==> src/rtl/nic_pkg.sv <==
package nic_pkg;
   // ceiling log2, never below one bit
   function automatic int unsigned bits_for(input int unsigned v);
      int unsigned r;
      r = 1;
      while ((1 << r) < v) r++;
      return r;
   endfunction
endpackage

==> src/rtl/nic_pend.sv <==
module nic_pend #(
   parameter int unsigned N = 8,
   parameter logic [N-1:0] EDGE = '0
) (
   input  logic         clk,
   input  logic         rst_n,
   input  logic [N-1:0] irq_in,
   input  logic [N-1:0] clr,
   output logic [N-1:0] pend
);
   for (genvar k = 0; k < N; k++) begin : g_line
      if (EDGE[k]) begin : g_edge
         logic prev_q;
         logic sticky_q;
         always_ff @(posedge clk) begin
            if (!rst_n) begin
               prev_q   <= 1'b0;
               sticky_q <= 1'b0;
            end else begin
               prev_q   <= irq_in[k];
               sticky_q <= (sticky_q & ~clr[k]) | (irq_in[k] & ~prev_q);
            end
         end
         assign pend[k] = sticky_q;
      end else begin : g_level
         assign pend[k] = irq_in[k];
      end
   end
endmodule

==> src/rtl/nic_pick.sv <==
module nic_pick #(
   parameter int unsigned N  = 8,
   parameter int unsigned IW = 3,
   parameter int unsigned LW = 4
) (
   input  logic [N-1:0]  pend,
   input  logic [LW-1:0] thr,
   output logic          found,
   output logic [IW-1:0] win
);
   logic [N-1:0] elig;

   for (genvar k = 0; k < N; k++) begin : g_elig
      assign elig[k] = pend[k] && (LW'(k + 1) > thr);
   end

   always_comb begin
      found = 1'b0;
      win   = '0;
      for (int k = N - 1; k >= 0; k--) begin
         if (!found && elig[k]) begin
            found = 1'b1;
            win   = IW'(k);
         end
      end
   end
endmodule

==> src/rtl/nic_vtab.sv <==
module nic_vtab #(
   parameter int unsigned N  = 8,
   parameter int unsigned IW = 3,
   parameter int unsigned AW = 16
) (
   input  logic          clk,
   input  logic          rst_n,
   input  logic          wr,
   input  logic [IW-1:0] wsel,
   input  logic [AW-1:0] wdata,
   input  logic [IW-1:0] rsel,
   output logic [AW-1:0] rdata
);
   logic [AW-1:0] ent_q [N];

   always_ff @(posedge clk) begin
      if (!rst_n) begin
         for (int k = 0; k < N; k++) ent_q[k] <= '0;
      end else if (wr && (32'(wsel) < N)) begin
         ent_q[wsel] <= wdata;
      end
   end

   always_comb begin
      rdata = '0;
      for (int k = 0; k < N; k++)
         if (32'(rsel) == k) rdata = ent_q[k];
   end
endmodule

==> src/rtl/nic_stack.sv <==
module nic_stack #(
   parameter int unsigned DEPTH = 4,
   parameter int unsigned LW    = 4,
   parameter int unsigned DW    = 3,
   parameter int unsigned SAW   = 2
) (
   input  logic          clk,
   input  logic          rst_n,
   input  logic          push,
   input  logic          pop,
   input  logic [LW-1:0] push_val,
   output logic [LW-1:0] top_val,
   output logic [DW-1:0] level,
   output logic          full
);
   logic [LW-1:0] mem_q [DEPTH];
   logic [DW-1:0] lvl_q;
   logic [DW-1:0] lvl_m1;

   assign lvl_m1 = lvl_q - 1'b1;
   assign full   = (32'(lvl_q) == DEPTH);
   assign level  = lvl_q;

   always_ff @(posedge clk) begin
      if (!rst_n) begin
         lvl_q <= '0;
         for (int k = 0; k < DEPTH; k++) mem_q[k] <= '0;
      end else if (pop && lvl_q != '0) begin
         lvl_q <= lvl_m1;
      end else if (push && !full) begin
         mem_q[lvl_q[SAW-1:0]] <= push_val;
         lvl_q <= lvl_q + 1'b1;
      end
   end

   assign top_val = (lvl_q == '0) ? '0 : mem_q[lvl_m1[SAW-1:0]];
endmodule

==> src/rtl/nest_irq_ctrl.sv <==
module nest_irq_ctrl #(
   parameter int unsigned NUM_IRQ     = 8,
   parameter int unsigned ADDR_W      = 16,
   parameter int unsigned STACK_DEPTH = 4,
   parameter logic [NUM_IRQ-1:0] EDGE_LINES = 8'hF0,
   localparam int unsigned IDX_W   = nic_pkg::bits_for(NUM_IRQ),
   localparam int unsigned LVL_W   = nic_pkg::bits_for(NUM_IRQ + 1),
   localparam int unsigned DEPTH_W = nic_pkg::bits_for(STACK_DEPTH + 1),
   localparam int unsigned SAW     = nic_pkg::bits_for(STACK_DEPTH)
) (
   input  logic               clk,
   input  logic               rst_n,
   input  logic [NUM_IRQ-1:0] irq_in,
   input  logic [NUM_IRQ-1:0] pend_clr,
   input  logic               gie_set,
   input  logic               gie_clr,
   input  logic               thr_wr,
   input  logic [LVL_W-1:0]   thr_wdata,
   input  logic               vec_wr,
   input  logic [IDX_W-1:0]   vec_sel,
   input  logic [ADDR_W-1:0]  vec_wdata,
   input  logic               ack,
   input  logic               ret,
   output logic               irq_valid,
   output logic [IDX_W-1:0]   irq_idx,
   output logic               take,
   output logic [ADDR_W-1:0]  vec_addr,
   output logic               gie,
   output logic [LVL_W-1:0]   cur_thr,
   output logic [DEPTH_W-1:0] depth,
   output logic [NUM_IRQ-1:0] pending
);
   if (NUM_IRQ < 2) begin : g_bad_n
      $error("NUM_IRQ must be at least 2");
   end
   if (STACK_DEPTH < 1) begin : g_bad_d
      $error("STACK_DEPTH must be at least 1");
   end
   if (ADDR_W < 1) begin : g_bad_a
      $error("ADDR_W must be at least 1");
   end

   logic               take_q, busy_q, gie_q;
   logic [ADDR_W-1:0]  vec_q;
   logic [LVL_W-1:0]   thr_q;
   logic [ADDR_W-1:0]  tab_rd;
   logic [LVL_W-1:0]   saved_thr;
   logic               stk_full, take_go, do_pop;

   nic_pend #(.N(NUM_IRQ), .EDGE(EDGE_LINES)) i_pend (
      .clk(clk), .rst_n(rst_n), .irq_in(irq_in), .clr(pend_clr), .pend(pending)
   );

   nic_pick #(.N(NUM_IRQ), .IW(IDX_W), .LW(LVL_W)) i_pick (
      .pend(pending), .thr(thr_q), .found(irq_valid), .win(irq_idx)
   );

   nic_vtab #(.N(NUM_IRQ), .IW(IDX_W), .AW(ADDR_W)) i_vtab (
      .clk(clk), .rst_n(rst_n), .wr(vec_wr), .wsel(vec_sel), .wdata(vec_wdata),
      .rsel(irq_idx), .rdata(tab_rd)
   );

   assign do_pop  = ret && (depth != '0);
   assign take_go = irq_valid && gie_q && !busy_q && !stk_full && !ret;

   nic_stack #(.DEPTH(STACK_DEPTH), .LW(LVL_W), .DW(DEPTH_W), .SAW(SAW)) i_stack (
      .clk(clk), .rst_n(rst_n), .push(take_go), .pop(do_pop), .push_val(thr_q),
      .top_val(saved_thr), .level(depth), .full(stk_full)
   );

   always_ff @(posedge clk) begin
      if (!rst_n) begin
         take_q <= 1'b0;
         busy_q <= 1'b0;
         gie_q  <= 1'b0;
         thr_q  <= '0;
         vec_q  <= '0;
      end else begin
         take_q <= take_go;
         if (take_go) vec_q <= tab_rd;
         if (take_go)  busy_q <= 1'b1;
         else if (ack) busy_q <= 1'b0;
         if (do_pop) begin
            thr_q <= saved_thr;
            gie_q <= 1'b1;
         end else if (take_go) begin
            thr_q <= LVL_W'(irq_idx) + 1'b1;
            gie_q <= 1'b0;
         end else begin
            if (thr_wr) thr_q <= thr_wdata;
            if (gie_set)      gie_q <= 1'b1;
            else if (gie_clr) gie_q <= 1'b0;
         end
      end
   end

   assign take     = take_q;
   assign vec_addr = vec_q;
   assign gie      = gie_q;
   assign cur_thr  = thr_q;
endmodule

==> config.mk <==
export PLATFORM = sky130hd
export DESIGN_NAME = nest_irq_ctrl
export DESIGN_NICKNAME = d
export VERILOG_FILES = /design/src/rtl/nic_pkg.sv /design/src/rtl/nic_pend.sv /design/src/rtl/nic_pick.sv /design/src/rtl/nic_vtab.sv /design/src/rtl/nic_stack.sv /design/src/rtl/nest_irq_ctrl.sv
export SDC_FILE = /design/constraint.sdc
export NUM_CORES = 1
export LEC_CHECK = 0
export ABC_AREA = 1
export ABC_CLOCK_PERIOD_IN_PS = 3600
export BUFFER_PORTS_ARGS = -buffer_cell sky130_fd_sc_hd__buf_2
export CAP_MARGIN = 30
export CORE_AREA = 10 10 155 157
export DETAILED_ROUTE_END_ITERATION = 10
export DIE_AREA = 0 0 165 167
export PLACE_DENSITY = 0.56
export SLEW_MARGIN = 20
export SYNTH_ARGS = -nofsm -noshare
export SYNTH_HDL_FRONTEND = slang
export SYNTH_HIERARCHICAL = 1
export SYNTH_SLANG_ARGS = --single-unit
==> constraint.sdc <==
create_clock -name clk -period 3.6 [get_ports clk]
set_clock_uncertainty 0.2 [all_clocks]
set_input_delay 0.54 -clock clk [delete_from_list [all_inputs] [get_ports clk]]
set_output_delay 0.54 -clock clk [all_outputs]
set_load 0.005 [all_outputs]
* After elaboration in Yosys (flattened, before gate mapping)
Memory sizes are Yosys's and may differ from the RTL's.
Index checks and enable logic that the tools add are counted.
** Cells by class
- Div/mod/pow operators :: 0
- $lt $le $gt $ge :: 8
- Multipliers :: 0
- Reduce and logical (&&, ||, !) cells :: 41
- Equal/unequal tests :: 8
- Mux-type cells :: 50
- Bitwise operators :: 20
- Add/sub/neg operators :: 3
- Shift-type cells :: 0
** Operators with widths (count)
- $mux W16 :: 9
- $mux W3 :: 11
- $mux W1 :: 24
- $logic_and A1 B1 Y1 :: 22
- $mux W4 :: 5
- $gt A3 B4 Y1 const A :: 4
- $reduce_or A16 Y1 :: 1
- $eq A3 B3 Y1 const B :: 5
- $logic_not A1 Y1 :: 10
- $and A1 B1 Y1 :: 8
- $gt A2 B4 Y1 const A :: 2
- $not A1 Y1 :: 8
- $eq A3 B2 Y1 const B :: 2
- $logic_not A3 Y1 :: 2
- $reduce_bool A3 Y1 :: 2
- $add A3 B1 Y4 const B :: 1
- $gt A1 B4 Y1 const A :: 1
- $gt A4 B4 Y1 const A :: 1
- $or A1 B1 Y1 :: 4
- $reduce_bool A2 Y1 :: 2
- $reduce_bool A4 Y1 :: 1
- $reduce_or A4 Y1 :: 1
- $add A3 B1 Y3 const B :: 1
- $eq A3 B1 Y1 const B :: 1
- other kinds (2) :: 2
** Word-level totals
- Logic and storage cells :: 146
- Memory bits (read-only) :: 0
- Output and inout port bits :: 37
- Flip-flop bits (word level) :: 34
- Bits in latches :: 0
- RAM bits :: 144
- Memories :: 2
** Memories
- i_vtab.ent_q :: words 8, bits a word 16, rd ports 8, clocked after Yosys merged registers in 0, wr ports 8, RTL line nic_vtab.sv:14 : logic [AW-1:0] ent_q [N];
- i_stack.mem_q :: words 4, bits a word 4, rd ports 1, clocked after Yosys merged registers in 0, wr ports 4, RTL line nic_stack.sv:16 : logic [LW-1:0] mem_q [DEPTH];

* Depth between registers and ports, before layout
Gate-level depths: netlist of run 1.
- Depth after elaboration :: 35
- Gate-level depth with buffers :: 17
- Mapped depth without buffers :: 14

* Hierarchy
Netlist of run 1, hierarchy kept.
** By module, submodules not included
- nic_vtab :: times used 1, sequential area each 3843.7 sq um, area an instance 5726.7 sq um, cells an instance 530
- nic_stack :: times used 1, sequential area each 540.5 sq um, area an instance 1007.2 sq um, cells an instance 122
- nest_irq_ctrl :: times used 1, sequential area each 460.4 sq um, area an instance 997.2 sq um, cells an instance 136
- nic_pend :: times used 1, sequential area each 160.2 sq um, area an instance 346.6 sq um, cells an instance 45
- nic_pick :: times used 1, sequential area each 0.0 sq um, area an instance 187.7 sq um, cells an instance 39

* Worst setup path after synthesis of run 1
Ideal clock, no wire load.
- Kind :: flip-flop to flip-flop
- Start :: reg i_stack.lvl_q[0], in the netlist i_stack/level[0]
- End :: mem i_stack.mem_q[0][0], enable pin
- Slack :: 1004 ps
- Cell stages (with the launch flop) :: 14
- Library setup time :: 308 ps
- Buffers on the path :: 2
- Arrival :: 2088 ps
- Required time :: 3092 ps
- Cell sequence :: dfxtp_1 inv_1 clkbuf_1 ha_1 nand2_1 inv_1 inv_2 nand3_2 nor2_4 buf_4 nand2_2 a21oi_4 nand4_1 nand2_1
** RTL lines
- start: declaration :: RTL line nic_stack.sv:17 : logic [DW-1:0] lvl_q;
- start signal: assignment :: RTL line nic_stack.sv:29 : lvl_q <= lvl_m1;
- start signal: assignment :: RTL line nic_stack.sv:32 : lvl_q <= lvl_q + 1'b1;
- end: declaration :: RTL line nic_stack.sv:16

* Worst setup path in the final report of run 1
- Start :: reg thr_q[0], in the netlist cur_thr[0]
- End :: reg vec_q[10], in the netlist vec_addr[10]
** On the way
- Word-level cells in the longest chain between the ends :: 33
- Elaborated cells between the ends (all ways) :: 66
** RTL lines
- start: declaration :: RTL line nest_irq_ctrl.sv:45 : logic [LVL_W-1:0] thr_q;
- start signal: assignment :: RTL line nest_irq_ctrl.sv:84 : thr_q <= saved_thr;
- start signal: assignment :: RTL line nest_irq_ctrl.sv:87 : thr_q <= LVL_W'(irq_idx) + 1'b1;
- start signal: assignment :: RTL line nest_irq_ctrl.sv:90 : if (thr_wr) thr_q <= thr_wdata;
- $gt A4 B4 Y1 :: RTL line nic_pick.sv:14 : assign elig[k] = pend[k] && (LW'(k + 1) > thr);
- $logic_and A1 B1 Y1 :: RTL line nic_pick.sv:14
- $mux W1 :: RTL line nic_pick.sv:21 : if (!found && elig[k]) begin
- $logic_not A1 Y1 :: RTL line nic_pick.sv:21
- $logic_and A1 B1 Y1 :: RTL line nic_pick.sv:21
- $mux W1 :: RTL line nic_pick.sv:21
- $logic_not A1 Y1 :: RTL line nic_pick.sv:21
- $logic_and A1 B1 Y1 :: RTL line nic_pick.sv:21
- [... 12 more ...]
- $mux W1 :: RTL line nic_pick.sv:21
- $logic_not A1 Y1 :: RTL line nic_pick.sv:21
- $logic_and A1 B1 Y1 :: RTL line nic_pick.sv:21
- $mux W3 * :: RTL line nic_pick.sv:21
- $logic_not A3 Y1 :: RTL line nic_vtab.sv:27 : if (32'(rsel) == k) rdata = ent_q[k];
- $mux W16 (7 in a row) :: RTL line nic_vtab.sv:27
- $mux W16 * :: RTL line nic_vtab.sv:27
- net tab_rd[10] :: RTL line nest_irq_ctrl.sv:46 : logic [ADDR_W-1:0] tab_rd;
- end signal: assignment :: RTL line nest_irq_ctrl.sv:80 : if (take_go) vec_q <= tab_rd;
- end: declaration :: RTL line nest_irq_ctrl.sv:44 : logic [ADDR_W-1:0] vec_q;
Mark *: on every way through the listed nets, which the timed path passes. The rest lies on a longest branch.
A chain may end at the register's enable or synchronous reset.

==> impl_metrics.ini, run 1 <==
[placed_design]
dpl_cell_area_um2 = 8800
dp_hpwl_um = 13900
dpl.cell_count = 1190
port_buffers = 79
place.gp.congestion = 0.796

[synthesis]
synth_edf_count = 144
syn-num-nets = 923
synth_seq_area_share_pct = 60.6
ys_dominant_reg_cell = edfxtp_1
synth_cell_types = 30
syn_inst = 872
synth_async_sr_flop_share_pct = 0
synth.avg_cell_area_um2 = 9.48
yosysWarnings = 6
syn_area_um2 = 8270
synth-seq-cells = 178

[drt]
drc = 0
drt_pass1_iterations = 5
drt-vias-per-instance = 5.08
routed_wl_um = 20900
wl_per_cell_um = 17.1
vias = 6223
postRouteAntennaNets = 0
drtIter0Drc = 516

[sta]
finalSetupViolCount = 0
tightestPinTransition_ns = 0.841
min_period_over_period_pct = 84.6
timing_hold_violations_final = 0
grt_setup_unrepaired = no
slew_viol_final = 0
finalSetupTns_ns = 0
slew_headroom_pct = 43.8
max_freq_mhz = 328
period_needed_ns = 3.05

[finish]
final.fill_count = 2064
area_delta_synth_final_pct = 13.5
nets = 985
drive_above_1_share_pct = 17.2
final_cells = 1224
stdcell_area_um2 = 9380

[clock_network]
cts_tree = yes
cts.clk_slew.worst_paths_ns = 0.07
cts_sinks = 178
htree_levels = 4
cts.repair.resized = 0
cts_root_buf = clkbuf_16
postCtsSetupBuffers = 0
ctsHoldBuffers = 0
clk_latency_ns = 0.43
clockBufferDepth = 2
cts_buffers = 17

[floorplan]
rows = 53
fp.dieH_um = 167
dieArea_um2 = 27600
coreArea_um2 = 20800
die_w_um = 165
start_util_pct = 39.7
io_pins = 84

[power]
power_per_cell_area_nw_per_um2 = 576
cellLeakagePower_nw = 3.94
ir_worst_vdd_uv = 340

[min_path]
worstHoldPathType = primary input to flop

[run_status]
outcome = complete, no violations

[job]
cap_violations = 0

[critical_path]
cp-start-kind = flop
worst-path-max-fanout = 16
cp.required_ns = 3.77
critPathArrivalTime_ns = 3.22
path_class = flop to flop
setup.worst_path.end_class = flop

[global_routing]
antenna_found_initial = 2
grt_pass1_wl_um = 32600
grt_pass1_vias = 5831
overflow = 0
grt_usage_pct = 15.1
grt_max_degree = 44
-- per-stage QoR --
stage / setup WS (ns) / total power [mW] / hold WS [ns] / util [%]
2_1_floorplan: 1.00 / 3.30 / 0.240 / -
3_3_place_gp: 0.645 / 3.66 / 0.253 / 42.3
3_5_place_dp: 0.616 / 3.67 / 0.257 / 42.3
4_1_cts: 0.604 / 5.44 / 0.0878 / 45.0
5_1_grt: 0.288 / 5.67 / 0.0994 / 45.0
6_report: 0.553 / 5.40 / 0.104 / 45.0
-- cells in the final DEF, fill, tap and decap left out, types with 9 or more instances in the layout --
master and count:
a21oi_1 9, nand2_1 108, clkbuf_16 18, nand3_1 37, buf_4 13, edfxtp_1 144
nor2_1 247, nand4_1 85, inv_1 80, dfxtp_1 34, nand2_2 15, buf_2 79
o21ai_0 27
-- cell usage after synthesis, types with 3 or more instances --
library cell	number	area, um^2
nor2_1	247	927
edfxtp_1	144	4320
nand2_1	108	405
nand4_1	85	532
inv_1	80	300
nand3_1	37	185
dfxtp_1	34	681
o21ai_0	27	135
buf_2	20	100
nand2_2	15	93.8
buf_4	13	97.6
a21oi_1	9	45.0
clkbuf_1	8	30.0
buf_6	6	67.6
inv_2	5	18.8
nor2_4	5	56.3
ha_1	4	50.1
o21ai_1	4	20.0
nor2_2	3	18.8
nor3_4	3	48.8
-- metal layers --
| metal | part of all wire, % | vias to the layer above | routed length [um] | global-route usage [%] |
|---|---|---|---|---|
| met5 | 0 | - | 0 | 0 |
| met4 | 1.1 | 0 | 228 | 4.62 |
| met3 | 6.4 | 15 | 1330 | 3.57 |
| met2 | 46 | 149 | 9530 | 22.8 |
| met1 | 47 | 3004 | 9830 | 20.9 |
| li1 | - | 3055 | - | - |
-- area by class of cell --
class / instances / area (um^2) / area share [%]
clock inverter: 11 / 92.6 / 0.987
multi-input combinational: 558 / 2630 / 28.0
clock buffer: 21 / 482 / 5.14
sequential: 178 / 5000 / 53.4
antenna: 2 / 5.00 / 0.0534
tap: 275 / 344 / 3.67
timing repair buffer: 92 / 493 / 5.26
inverter: 87 / 332 / 3.54
-- kinds of logic after synthesis --
| kind of cell | count (synthesis) | share of synthesized area (%) |
|---|---|---|
| adders and majority gates | 4 | 0.606 |
| xor gates and xnor gates | 1 | 0.106 |
| DFF | 178 | 60.6 |
| AOI/OAI and AO/OA | 45 | 3.07 |
| and+or+nand+nor | 508 | 28.0 |
| buffers and inverters | 136 | 7.67 |
-- final timing paths --
path	from	endpoint	slack [ns]	depth (start not counted)
worst max-delay path	cur_thr[0]$_SDFFE_PN0P_	vec_addr[10]$_SDFFE_PN0P_	0.55	12
worst max register to register	cur_thr[0]$_SDFFE_PN0P_	vec_addr[10]$_SDFFE_PN0P_	0.55	12
worst min-delay path	irq_in[6]	i_pend/g_line[6].g_edge.prev_q$_SDFF_PN0_	0.10	3
worst min register to register	i_pend/g_line[6].g_edge.prev_q$_SDFF_PN0_	i_pend/g_line[6].g_edge.sticky_q$_SDFF_PN0_	0.27	3
-- sequential cells by signal (all words and copies together), names as in the netlist --
signal,count
cur_thr,4
i_vtab/ent_q,128
vec_addr,16
gie,1
i_pend/g_line.g_edge.sticky_q,4
busy_q,1
i_stack/mem_q,16
take,1
i_stack/level,3
i_pend/g_line.g_edge.prev_q,4
-- worst max-delay path, cell delays in order, from the launching register on --
cell     delay (ns)
dfxtp_1        0.40
nor2_1         0.18
nor2_1         0.06
nor2_2         0.16
nor2_4         0.07
a21oi_1        0.13
nand2_1        0.34
buf_4          0.32
nor3_4         0.68
nand2_1        0.12
nand4_1        0.14
nor2_1         0.06
nor2_1         0.11
-- report_power, final --
| group | total, mW | internal (mW) | switching (mW) |
|---|---|---|---|
| Clock | 1.78 | 0.977 | 0.806 |
| Combinational | 1.17 | 0.339 | 0.831 |
| Sequential | 2.45 | 2.37 | 0.0801 |
| Total | 5.40 | 3.69 | 1.72 |
No activity file was read; power rests on OpenSTA's default activity.
==> run 2: changes to the inputs <==
--- a/config.mk
+++ b/config.mk
@@ -6,7 +6,7 @@
 export NUM_CORES = 1
 export LEC_CHECK = 0
 export ABC_AREA = 1
-export ABC_CLOCK_PERIOD_IN_PS = 3600
+export ABC_CLOCK_PERIOD_IN_PS = 2930
 export BUFFER_PORTS_ARGS = -buffer_cell sky130_fd_sc_hd__buf_2
 export CAP_MARGIN = 30
 export CORE_AREA = 10 10 155 157
==> constraint.sdc (replaced) <==
create_clock -name clk -period 2.93 [get_ports clk]
set_clock_uncertainty 0.2 [all_clocks]
set_input_delay 0.4395 -clock clk [delete_from_list [all_inputs] [get_ports clk]]
set_output_delay 0.4395 -clock clk [all_outputs]
set_load 0.005 [all_outputs]
==> run 2 against run 1 <==
Against the previous run: critical path depth is 4 lower; register-to-register slack worse by 0.24 ns; first-iteration DRC count decreased by 21%; flip-flop and latch count stayed put; via count rose by 2.2%; hold slack got worse by 0.050 ns; non-clock buffer count up 33; clock-buffer cell count is 1 higher; worst setup slack worse by 0.30 ns; largest cell class unchanged.
==> impl_metrics.ini, run 2 (synthesized netlist as in run 1, its figures left out) <==
[run_status]
outcome = complete, no violations

[drt]
wl_per_cell_um = 17.4
drc = 0
drtIter0Drc = 408
vias = 6359
drt-vias-per-instance = 5.06
routed_wl_um = 21800
drt_pass1_iterations = 5
postRouteAntennaNets = 0

[sta]
timing_hold_violations_final = 0
grt_setup_unrepaired = no
max_freq_mhz = 374
min_period_over_period_pct = 91.3
slew_headroom_pct = 69.7
holdWs_ns = 0.0546
period_needed_ns = 2.67
finalWorstSetupSlack_ns = 0.255
finalSetupViolCount = 0
finalSetupTns_ns = 0
tightestPinTransition_ns = 0.454
slew_viol_final = 0

[power]
power_per_cell_area_nw_per_um2 = 707
internal_power_mw = 4.74
seq_power_share_pct = 43.6
p_comb_share_pct = 23.2
p_sw_share_pct = 30.8
cellLeakagePower_nw = 4.11
power_mw = 6.85
p_sw_mw = 2.11
ir_worst_vdd_uv = 370
p_clk_share_pct = 33.2

[finish]
top_register = i_vtab/ent_q
drive_above_1_share_pct = 19.9
nets = 1018
final_common_cell = nor2_1
final_util_pct = 46.5
stdcell_area_um2 = 9690
mostFrequentLayoutCells = nor2_1, edfxtp_1, nand2_1
area_delta_synth_final_pct = 17.3
largest_reg_flops = 128
final_cells = 1256

[placed_design]
dpl.cell_count = 1217
pre_cts_ws_ns = 0.112
dpl_cell_area_um2 = 9000
dp_hpwl_um = 14700
place.gp.congestion = 0.809
port_buffers = 79

[global_routing]
grt_usage_pct = 15.8
overflow = 0
grt_pass1_vias = 6085
grt_pass1_wl_um = 33700
grt_max_degree = 44
antenna_found_initial = 1

[critical_path]
critPathMaxStageDelay_ns = 0.47
cp.required_ns = 2.29
path_buf_inv = 3
r2r_cells = 14
crit_start = cur_thr[3]$_SDFFE_PN0P_
cp.depth = 8
r2r_end = vec_addr[8]$_SDFFE_PN0P_
ff2ff_setup_slack_ns = 0.31
slowest_stage = dfxtp_1
worstReg2RegStart = cur_thr[3]$_SDFFE_PN0P_
worst-path-max-fanout = 20
critPathArrivalTime_ns = 2.04
setup.worst_path.end_class = output port
path_cells = inv_2 > nand3_1 > nand3_2 > nor2_4 > nand4_1 > nand2_2 > buf_6 > buf_2
endpoint = irq_idx[0]
path_class = flop to output port
cpLargestDelayFamily = simple AND/OR/NAND/NOR gates
cp-start-kind = flop

[clock_network]
cts_root_buf = clkbuf_16
cts_buffers = 17
clk_latency_ns = 0.43
clockBufferDepth = 2
htree_levels = 4
cts_sinks = 178
cts.clk_slew.worst_paths_ns = 0.07
cts_tree = yes

[floorplan]
fp.dieH_um = 167
rows = 53
coreArea_um2 = 20800
io_pins = 84
die_w_um = 165
start_util_pct = 39.7
dieArea_um2 = 27600

[job]
cap_violations = 0

[min_path]
worstHoldPathType = primary input to flop
==> run 2: per-layer routing <==
| metal | routed length, um | global-route usage, % |
|---|---|---|
| met5 | 0 | 0 |
| met4 | 163 | 3.93 |
| met3 | 1560 | 3.40 |
| met2 | 10100 | 25.3 |
| met1 | 9970 | 21.1 |
==> run 2: worst register-to-register path, delay by kind of cell, from the launching register on <==
family / cells / cell delay, ns
simple gates: 10 / 1.26
buf+inv: 4 / 0.63
flops: 1 / 0.47
==> run 2: layout make-up <==
cell class | count | area [um^2]
Multi-Input combinational cell | 558 | 2630
Timing Repair Buffer | 125 | 779
Inverter | 87 | 332
Antenna cell | 1 | 2.50
Tap cell | 275 | 344
Fill cell | 2014 | 11100
Sequential cell | 178 | 5000
Clock inverter | 10 | 91.3
Clock buffer | 22 | 507
==> run 2: how the worst min path moves through the flow <==
| stage | slack [ns] | end | depth (start not counted) | from |
|---|---|---|---|---|
| after floorplan | 0.24 | i_pend/g_line[5].g_edge.sticky_q$_SDFF_PN0_ | 3 | i_pend/g_line[5].g_edge.prev_q$_SDFF_PN0_ |
| after global placement | 0.25 | i_pend/g_line[6].g_edge.sticky_q$_SDFF_PN0_ | 3 | i_pend/g_line[6].g_edge.prev_q$_SDFF_PN0_ |
| after detailed placement | 0.26 | i_pend/g_line[6].g_edge.sticky_q$_SDFF_PN0_ | 3 | i_pend/g_line[6].g_edge.prev_q$_SDFF_PN0_ |
| after CTS | 0.04 | i_pend/g_line[4].g_edge.sticky_q$_SDFF_PN0_ | 4 | pend_clr[4] |
| after global routing | 0.05 | i_pend/g_line[5].g_edge.sticky_q$_SDFF_PN0_ | 4 | pend_clr[5] |
| final | 0.05 | i_pend/g_line[4].g_edge.sticky_q$_SDFF_PN0_ | 4 | pend_clr[4] |
==> run 2: power groups by stage <==
stage               clock network (mW)  registers [mW]  logic (mW)
finish                            2.27            2.99        1.59
global route                      2.43            3.01        1.76
CTS                               2.31            2.99        1.56
detailed placement                   0            3.04        1.55
global placement                     0            3.04        1.54
floorplan                            0            3.04        1.01
==> run 2: what timing repair did <==
item,4_1_cts,5_1_grt
endpoints found under the setup margin,0,17
hold buffers,4,0
endpoints found under the hold margin,4,0
resized for setup,0,3
buffers inserted,0,2
==> run 3: changes to the inputs <==
--- a/config.mk
+++ b/config.mk
@@ -6,13 +6,13 @@
 export NUM_CORES = 1
 export LEC_CHECK = 0
 export ABC_AREA = 1
-export ABC_CLOCK_PERIOD_IN_PS = 2930
+export ABC_CLOCK_PERIOD_IN_PS = 2850
 export BUFFER_PORTS_ARGS = -buffer_cell sky130_fd_sc_hd__buf_2
 export CAP_MARGIN = 30
 export CORE_AREA = 10 10 155 157
 export DETAILED_ROUTE_END_ITERATION = 10
 export DIE_AREA = 0 0 165 167
-export PLACE_DENSITY = 0.56
+export PLACE_DENSITY = 0.69
 export SLEW_MARGIN = 20
 export SYNTH_ARGS = -nofsm -noshare
 export SYNTH_HDL_FRONTEND = slang
==> constraint.sdc (replaced) <==
create_clock -name clk -period 2.85 [get_ports clk]
set_clock_uncertainty 0.2 [all_clocks]
set_input_delay 0.4275 -clock clk [delete_from_list [all_inputs] [get_ports clk]]
set_output_delay 0.4275 -clock clk [all_outputs]
set_load 0.005 [all_outputs]
==> run 3 against run 2 <==
Against the previous run: first-iteration DRC count up 24%; sequential share of layout area increased by 0.59 points; clock power barely moved; total power increased by 1.1%; sequential power grew 3%; critical path depth grew 6; flip-flop and latch count did not move; final area down 1.1%; global-route usage fell by 0.93 points.
==> impl_metrics.ini, run 3 (synthesized netlist as in run 1, its figures left out) <==
[clock_network]
htree_levels = 4
cts_tree = yes
cts_sinks = 178
cts_root_buf = clkbuf_16
clockBufferDepth = 2
cts.clk_slew.worst_paths_ns = 0.06
cts.repair.resized = 0
clk_latency_ns = 0.43
cts_buffers = 17

[placed_design]
pre_cts_ws_ns = 0.0726
port_buffers = 79
dp_hpwl_um = 14100
place.gp.congestion = 0.793

[global_routing]
grt_pass1_wl_um = 32000
antenna_found_initial = 0
grt_pass1_vias = 6164
overflow = 0
grt_max_degree = 65
grt_usage_pct = 14.8

[finish]
mostFrequentLayoutCells = nor2_1, edfxtp_1, nand2_1
largest_reg_flops = 128
area_delta_synth_final_pct = 15.9
top_register = i_vtab/ent_q
n_antenna_cell = 0
final_util_pct = 46.0
nets = 1008
final_common_cell = nor2_1
drive_above_1_share_pct = 18.1

[drt]
wl_per_cell_um = 16.3
vias = 6336
drt_pass1_iterations = 5
routed_wl_um = 20300
postRouteAntennaNets = 0
drtIter0Drc = 505
drt-vias-per-instance = 5.09
drc = 0

[power]
seq_power_share_pct = 44.4
internal_power_mw = 4.86
cellLeakagePower_nw = 4.04
ir_worst_vdd_uv = 488
p_clk_share_pct = 33.2
p_sw_mw = 2.07
power_per_cell_area_nw_per_um2 = 723
p_comb_share_pct = 22.4
p_sw_share_pct = 29.9

[floorplan]
coreArea_um2 = 20800
io_pins = 84
dieArea_um2 = 27600
start_util_pct = 39.7
die_w_um = 165
rows = 53
fp.dieH_um = 167

[sta]
max_freq_mhz = 381
grt_setup_unrepaired = no
finalSetupTns_ns = 0
tightestPinTransition_ns = 0.737
slew_headroom_pct = 50.8
min_period_over_period_pct = 92.2
timing_hold_violations_final = 0
slew_viol_final = 0
finalSetupViolCount = 0
holdWs_ns = 0.0553
finalWorstSetupSlack_ns = 0.222
period_needed_ns = 2.63

[critical_path]
setup.worst_path.end_class = flop
cp.required_ns = 2.97
cp-start-kind = flop
crit_start = cur_thr[3]$_SDFFE_PN0P_
worst-path-max-fanout = 18
path_class = flop to flop
worstReg2RegStart = cur_thr[3]$_SDFFE_PN0P_
critPathArrivalTime_ns = 2.74

[job]
cap_violations = 0

[min_path]
worstHoldPathType = primary input to flop
min-delay-start = pend_clr[7]

[run_status]
outcome = complete, no violations
## run 3: power groups by stage
stage / logic, mW / registers [mW] / clock network [mW]
2_1_floorplan: 1.04 / 3.12 / 0
3_3_place_gp: 1.51 / 3.13 / 0
3_5_place_dp: 1.53 / 3.13 / 0
4_1_cts: 1.54 / 3.08 / 2.34
5_1_grt: 1.73 / 3.10 / 2.46
6_report: 1.55 / 3.08 / 2.30
## run 3: layout make-up
class / count / area [um^2]
inverters: 87 / 332
well taps: 275 / 344
fillers: 1979 / 11200
repair buffers: 115 / 701
flip-flops and latches: 178 / 5000
clock buffers: 19 / 433
multi-input cells: 558 / 2630
clock inverters: 13 / 141
## run 3: path summary, 6_finish.rpt
check	end	cells past startpoint	slack (ns)
setup reg to reg	vec_addr[14]$_SDFFE_PN0P_	14	0.22
setup / recovery	vec_addr[14]$_SDFFE_PN0P_	14	0.22
hold reg to reg	i_pend/g_line[7].g_edge.sticky_q$_SDFF_PN0_	3	0.27
hold / removal	i_pend/g_line[7].g_edge.sticky_q$_SDFF_PN0_	4	0.06
## run 3: critical path, stage by stage (launching register included)
cell and delay [ns]:
dfxtp_1 0.38, nor2_1 0.23, inv_2 0.07, nor2_2 0.16, inv_1 0.06, nand4_1 0.09
nand2_1 0.19, buf_4 0.24, buf_4 0.20, nand4_1 0.11, nand4_1 0.10, nor2_1 0.12
nand4_1 0.09, nor2_1 0.19, nor2_1 0.07
## run 3: per-stage QoR
stage / std cells / area, um^2 / power, mW
2_1_floorplan: 872 / 8270 / 4.16
3_3_place_gp: 1207 / 8950 / 4.64
3_5_place_dp: 1207 / 8950 / 4.66
4_1_cts: 1243 / 9570 / 6.96
5_1_grt: 1245 / 9580 / 7.29
6_report: 1245 / 9580 / 6.93
## run 3: metal layers
metal | routed length (um) | up-vias | track usage (%)
met5 | 0 | - | 0
met4 | 169 | 0 | 4.31
met3 | 1620 | 15 | 4.04
met2 | 10000 | 211 | 24.6
met1 | 8490 | 3027 | 18.4
li1 | - | 3083 | -
## run 3: timing repair
item	in CTS	in global routing
setup buffers	0	2
hold endpoints to repair	4	0
endpoints found under the setup margin	0	16
hold buffers	4	0
